File: src/rtl/paged_rom_pkg.sv
package paged_rom_pkg;
  typedef enum logic [1:0] {
    RGN_NONE  = 2'd0,
    RGN_BANK  = 2'd1,
    RGN_FIXED = 2'd2
  } region_e;
endpackage

File: src/rtl/page_register.sv
module page_register #(
  parameter int PAGE_W = 3
) (
  input  logic              clk,
  input  logic              rst,
  input  logic              we,
  input  logic [PAGE_W-1:0] wdata,
  output logic [PAGE_W-1:0] page
);
  always_ff @(posedge clk) begin
    if (rst)      page <= '0;
    else if (we)  page <= wdata;
  end

  // page is zero on the first edge after reset
  assert_page_clear_R8: assert property (@(posedge clk) disable iff (rst)
    $past(rst) |-> (page == '0));

  // a write lands on the next edge
  assert_page_load_R9: assert property (@(posedge clk) disable iff (rst)
    ($past(we) && !$past(rst)) |-> (page == $past(wdata)));
endmodule

File: src/rtl/region_decode.sv
module region_decode
  import paged_rom_pkg::*;
#(
  parameter int ADDR_W = 16
) (
  input  logic [ADDR_W-1:0] addr,
  input  logic              vma,
  output region_e           region
);
  localparam logic [ADDR_W-1:0] TAG_MASK = {2'b11, {(ADDR_W-2){1'b0}}};
  localparam logic [ADDR_W-1:0] WIN_PAT  = {2'b10, {(ADDR_W-2){1'b0}}};
  localparam logic [ADDR_W-1:0] FIX_PAT  = {2'b11, {(ADDR_W-2){1'b0}}};

  logic [ADDR_W-1:0] tag;
  assign tag = addr & TAG_MASK;

  always_comb begin
    region = RGN_NONE;
    if (vma) begin
      if (tag == FIX_PAT)      region = RGN_FIXED;
      else if (tag == WIN_PAT) region = RGN_BANK;
    end
  end

  // no region without a valid address
  always_comb assert_vma_gate_R4: assert (vma || region == RGN_NONE);
endmodule

File: src/rtl/select_regs.sv
module select_regs
  import paged_rom_pkg::*;
#(
  parameter int BANK_W = 2
) (
  input  logic                    clk,
  input  logic                    rst,
  input  region_e                 region,
  input  logic                    rd_n,
  input  logic [BANK_W:0]         page,
  output logic                    fix_sel,
  output logic [(1<<BANK_W)-1:0]  bank_sel,
  output logic                    bank_a14,
  output logic                    oe_n
);
  localparam int NUM_BANKS = 1 << BANK_W;

  logic [NUM_BANKS-1:0] bank_d;
  logic                 fix_d;
  logic                 any_d;

  for (genvar b = 0; b < NUM_BANKS; b++) begin : g_bank
    assign bank_d[b] = (region == RGN_BANK) && (page[BANK_W-1:0] == BANK_W'(b));
  end

  assign fix_d = (region == RGN_FIXED);
  assign any_d = fix_d || (|bank_d);

  always_ff @(posedge clk) begin
    if (rst) begin
      fix_sel  <= 1'b0;
      bank_sel <= '0;
      bank_a14 <= 1'b0;
      oe_n     <= 1'b1;
    end else begin
      fix_sel  <= fix_d;
      bank_sel <= bank_d;
      bank_a14 <= (region == RGN_BANK) && page[BANK_W];
      oe_n     <= !(any_d && !rd_n);
    end
  end

  // selects are mutually exclusive
  assert_excl_R6: assert property (@(posedge clk) disable iff (rst)
    $onehot0({fix_sel, bank_sel}));

  // output enable only alongside a select
  assert_oe_gate_R7: assert property (@(posedge clk) disable iff (rst)
    !oe_n |-> (fix_sel || (|bank_sel)));

  // half bit quiet when no bank is selected
  assert_a14_quiet_R2: assert property (@(posedge clk) disable iff (rst)
    !(|bank_sel) |-> !bank_a14);

  // a window access selects exactly one bank
  assert_bank_one_R1: assert property (@(posedge clk) disable iff (rst)
    (region == RGN_BANK) |=> ($countones(bank_sel) == 1 && !fix_sel));
endmodule

File: src/rtl/paged_rom_select.sv
module paged_rom_select
  import paged_rom_pkg::*;
#(
  parameter int ADDR_W = 16,
  parameter int BANK_W = 2
) (
  input  logic                   clk,
  input  logic                   rst,
  input  logic [ADDR_W-1:0]      addr,
  input  logic                   vma,
  input  logic                   rd_n,
  input  logic                   pg_we,
  input  logic [BANK_W:0]        pg_wdata,
  output logic                   fix_sel,
  output logic [(1<<BANK_W)-1:0] bank_sel,
  output logic                   bank_a14,
  output logic                   oe_n
);
  localparam int PAGE_W = BANK_W + 1;

  logic [PAGE_W-1:0] page;
  region_e           region;

  page_register #(.PAGE_W(PAGE_W)) u_page (
    .clk(clk), .rst(rst), .we(pg_we), .wdata(pg_wdata), .page(page)
  );

  region_decode #(.ADDR_W(ADDR_W)) u_dec (
    .addr(addr), .vma(vma), .region(region)
  );

  select_regs #(.BANK_W(BANK_W)) u_sel (
    .clk(clk), .rst(rst), .region(region), .rd_n(rd_n), .page(page),
    .fix_sel(fix_sel), .bank_sel(bank_sel), .bank_a14(bank_a14), .oe_n(oe_n)
  );

  // low addresses select nothing (R10: one-cycle latency)
  assert_low_none_R5: assert property (@(posedge clk) disable iff (rst)
    !$past(addr[ADDR_W-1]) |-> (!fix_sel && bank_sel == '0));

  // no select after an invalid address cycle
  assert_vma_none_R4: assert property (@(posedge clk) disable iff (rst)
    !$past(vma) |-> (!fix_sel && bank_sel == '0));

  // fixed region selects the fixed ROM
  assert_fixed_R3: assert property (@(posedge clk) disable iff (rst)
    (vma && addr[ADDR_W-1] && addr[ADDR_W-2]) |=> (fix_sel && bank_sel == '0));
endmodule

File: config.mk
export PLATFORM = sky130hd
export DESIGN_NAME = paged_rom_select
export DESIGN_NICKNAME = d
export VERILOG_FILES = /design/src/rtl/paged_rom_pkg.sv /design/src/rtl/page_register.sv /design/src/rtl/region_decode.sv /design/src/rtl/select_regs.sv /design/src/rtl/paged_rom_select.sv
export SDC_FILE = /design/constraint.sdc
export NUM_CORES = 1
export LEC_CHECK = 0
export ABC_AREA = 1
export BUFFER_PORTS_ARGS = -buffer_cell sky130_fd_sc_hd__buf_2
export CORE_AREA = 10 10 47 49
export CTS_CLUSTER_DIAMETER = 40
export CTS_CLUSTER_SIZE = 30
export DETAILED_ROUTE_END_ITERATION = 7
export DIE_AREA = 0 0 57 59
export HOLD_SLACK_MARGIN = 0.06
export PLACE_DENSITY_LB_ADDON = 0.08
export SETUP_SLACK_MARGIN = 0.2
export SLEW_MARGIN = 15
export SYNTH_ARGS = -nofsm -noshare
export SYNTH_HDL_FRONTEND = slang
export SYNTH_HIERARCHICAL = 1
export SYNTH_SLANG_ARGS = --single-unit
File: constraint.sdc
create_clock -name clk -period 0.8 [get_ports clk]
set_input_delay 0.24 -clock clk [delete_from_list [all_inputs] [get_ports clk]]
set_output_delay 0.24 -clock clk [all_outputs]
set_load 0.05 [all_outputs]
* Word-level counts from Yosys, hierarchy flattened
Cells that the tools add are included.
** Word-level totals
- Word-level logic and storage cells :: 26
- Output and inout port bits :: 7
- Input bits :: 24
- Register bits :: 10
** Operators by class
- Reductions and logical operators :: 11
- Mux-type cells :: 3
- Equality and inequality tests :: 7
** Operators by type and width (count)
- == test 2 bit, second input constant :: 5
- logical AND 1 bit :: 6
- == test 2 x 1 -> 1 bit, second input constant :: 2
- 2-to-1 mux 2 bit :: 2
- OR reduction 4 bit :: 1
- zero test 1 bit :: 2
- zero test 2 bit :: 1
- logical OR 1 bit :: 1
- 2-to-1 mux 1 bit :: 1

* Depth between registers and ports, before layout
- Depth in word-level cells :: 10
- Depth in mapped cells :: 6
- Gate-level depth less buffers :: 6

* Modules after synthesis
Netlist, hierarchy kept.
** By module, submodules not included
- select_regs :: sequential area each 140.1 sq um, cells each 27, instances 1, area an instance 220.2 sq um
- page_register :: sequential area each 60.1 sq um, cells each 19, instances 1, area an instance 120.1 sq um
- region_decode :: sequential area each 0.0 sq um, cells each 4, instances 1, area an instance 15.0 sq um

* Worst setup path after synthesis
OpenSTA, ideal clock, no wires.
- Path type :: reg-to-output
- Start :: register u_sel.bank_a14
- End :: output bank_a14
- Data required time :: 0.560 ns
- Buffers on the path :: 0
- Slack :: -0.027 ns
- Arrival :: 0.587 ns
- Stages on the path, launching flop included :: 1
- Cell sequence :: dfxtp_1
** RTL lines
- start, declared :: RTL line select_regs.sv:13 : output logic bank_a14,
- start signal, assigned :: RTL line select_regs.sv:38 : bank_a14 <= (region == RGN_BANK) && page[BANK_W];
- end, declared :: RTL line paged_rom_select.sv:16 : output logic bank_a14,
No word-level cell between the ends.

* Worst setup path after layout
- Start :: register u_sel.oe_n
- End :: output oe_n
** RTL lines
- start, declared :: RTL line select_regs.sv:14 : output logic oe_n
- start signal, assigned :: RTL line select_regs.sv:39 : oe_n <= !(any_d && !rd_n);
- end, declared :: RTL line paged_rom_select.sv:17 : output logic oe_n
No word-level cell between the ends.

==> flow_summary.json <==
{
  "status": "finished with violations",
  "violations": "setup timing",
  "fillers": 154,
  "nets": 95,
  "die_y_um": 59,
  "ir_drop_mv": 0.539,
  "slowest_delay_ns": 0.35,
  "finalPower_mw": 1.00,
  "required_ns": 0.56,
  "r2r_slack_ns": 0.11,
  "finish.utilization": 0.459,
  "num_rows": 14,
  "io_pins": 31,
  "slew_headroom": 0.900,
  "area_delta_synth_final_pct": 81.0,
  "synth_area_leaders": "dfxtp_1, nor2_1, nand2_1",
  "wirelength_um": 790,
  "clock_skew_ns": 0.00856,
  "yosysMostFrequentCell": "nor2_1",
  "port_buffers": 16,
  "placedCellCount": 82,
  "fmax_ghz": 1.01,
  "synth-seq-cells": 10,
  "synthesis.nets": 74,
  "period_share": 1.24,
  "crit_arrival_ns": 0.75,
  "htreeDepth": 1,
  "pre_cts_ws_ns": -0.0615,
  "syn_area_um2": 355,
  "drc_errors": 0,
  "dr_total_vias": 330,
  "hold_viol": 0,
  "dp_hpwl_um": 627,
  "setup_ws_ns": -0.191,
  "dieArea_mm2": 0.00336,
  "finalMaxSlewViolations": 0,
  "cts-root-buf": "clkbuf_4",
  "cp_max_fo": 1,
  "dr.pass1.iters": 1,
  "grt_util_all_layers": 0.0534,
  "synth_area_leader_cell": "dfxtp_1",
  "synthArstFlopShare": 0,
  "wl_per_cell_um": 9.19,
  "antenna_found_initial": 0,
  "cts_hold_buffers": 0,
  "post_drt_via_cell_ratio": 3.84,
  "initial_core_util": 0.254,
  "p_leak_nw": 0.291,
  "cts_max_path_buffers": 2,
  "fin_cells": 86,
  "crit_family": "flip-flops",
  "numCtsBuffers": 3,
  "power_density_mw_per_mm2": 1560,
  "fin_crit_ns": 0.991,
  "grt_overflow": 0,
  "path_class": "register to primary output",
  "cap_violations": 0,
  "seq_area_frac_synth": 0.563,
  "path_buf_inv": 1,
  "hp-class": "input pin to register",
  "drive_gt1_frac": 0.586,
  "clock_latency_ns": 0.26,
  "critPathLaunchType": "register",
  "n_antenna_cell": 0,
  "synth_cell_types": 6,
  "gp_congestion": 0.621,
  "crit_path_top_delay_cell": "dfxtp_4",
  "timing.critical_path.to_type": "primary output",
  "clk_pin_slew_ns": 0.07,
  "core_area_mm2": 0.00140,
  "first_global_vias": 358,
  "path_cells": "buf_8",
  "yosysTopAreaCellShare": 0.563,
  "syn_inst": 50,
  "setup_violations": 7,
  "rsz0062_at_grt": "yes",
  "yosys-top-cells-count": "nor2_1, nand2_1, dfxtp_1",
  "ant_nets": 0,
  "drtIter0Drc": 0,
  "tritoncts": "yes",
  "grt_max_degree": 7,
  "ys_warn_count": 6,
  "synth-edff-count": 0,
  "clock-sinks": 10,
  "tightestPinTransition_ns": 0.149,
  "postSynthAreaPerCell_um2": 7.11,
  "grt_pass1_wl_um": 1350,
  "die_x_um": 57,
  "synth_top_flop_cell": "dfxtp_1"
}
## cell families (layout without fill, tap and decap cells)
group	Yosys count	in the layout	synth area share
flops	10	10	0.563
buf+inv	9	29	0.0951
simple gates	31	31	0.342
## registers in the layout, indices dropped and copies added (netlist names)
name	cells
u_page/page	3
u_sel/oe_n	1
u_sel/bank_a14	1
u_sel/fix_sel	1
u_sel/bank_sel	4
## metal layers
layer	wire [um]	GRT usage
met5	0	0
met4	0	0.0503
met3	103	0.0386
met2	360	0.0822
met1	326	0.0445
## path summary, 6_finish.rpt
path	from	endpoint	depth (start not counted)
worst min register to register	u_page/page[2]	u_sel/bank_a14	2
worst min-delay path	rd_n	u_sel/oe_n	3
worst max-delay path	u_sel/oe_n	oe_n	1
worst max register to register	u_page/page[0]	u_sel/bank_sel[0]	2
## through the flow
stage / instance area [um^2] / hold WS [ns] / setup TNS (ns)
floorplan: 425 / 0.303 / 0
global placement: 526 / 0.427 / -0.299
detailed placement: 526 / 0.433 / -0.270
CTS: 629 / 0.175 / -1.37
global route: 643 / 0.180 / -1.46
finish: 643 / 0.181 / -1.27
## layout by cell type (no fill, tap or decap), drive strengths merged
cell type  Yosys  routed
buf            0      16
inv            9       9
dfxtp         10      10
nand2         13      13
nor2          15      15
or2            1       1
clkbuf         0       4
nand3          2       2
## power breakdown
group | internal, mW | leakage (nW) | total (mW) | switching (mW)
Clock | 0.192 | 0.0150 | 0.353 | 0.161
Sequential | 0.496 | 0.0871 | 0.507 | 0.0113
Combinational | 0.0643 | 0.189 | 0.143 | 0.0789
## cell type report
class,instances,area (um^2),area share
Multi-Input combinational cell,31,170,0.265
Inverter,9,33.8,0.0525
Clock buffer,4,26.3,0.0409
Sequential cell,10,230,0.358
Timing Repair Buffer,16,163,0.253
Tap cell,16,20.0,0.0311
## what timing repair did
| item | in CTS | in global routing |
|---|---|---|
| setup endpoints to repair | 12 | 15 |
| resized for setup | 26 | 7 |
| setup buffers | 0 | 0 |
| pin swaps | 1 | 9 |
Note: power is estimated with default switching activity, not from simulation.
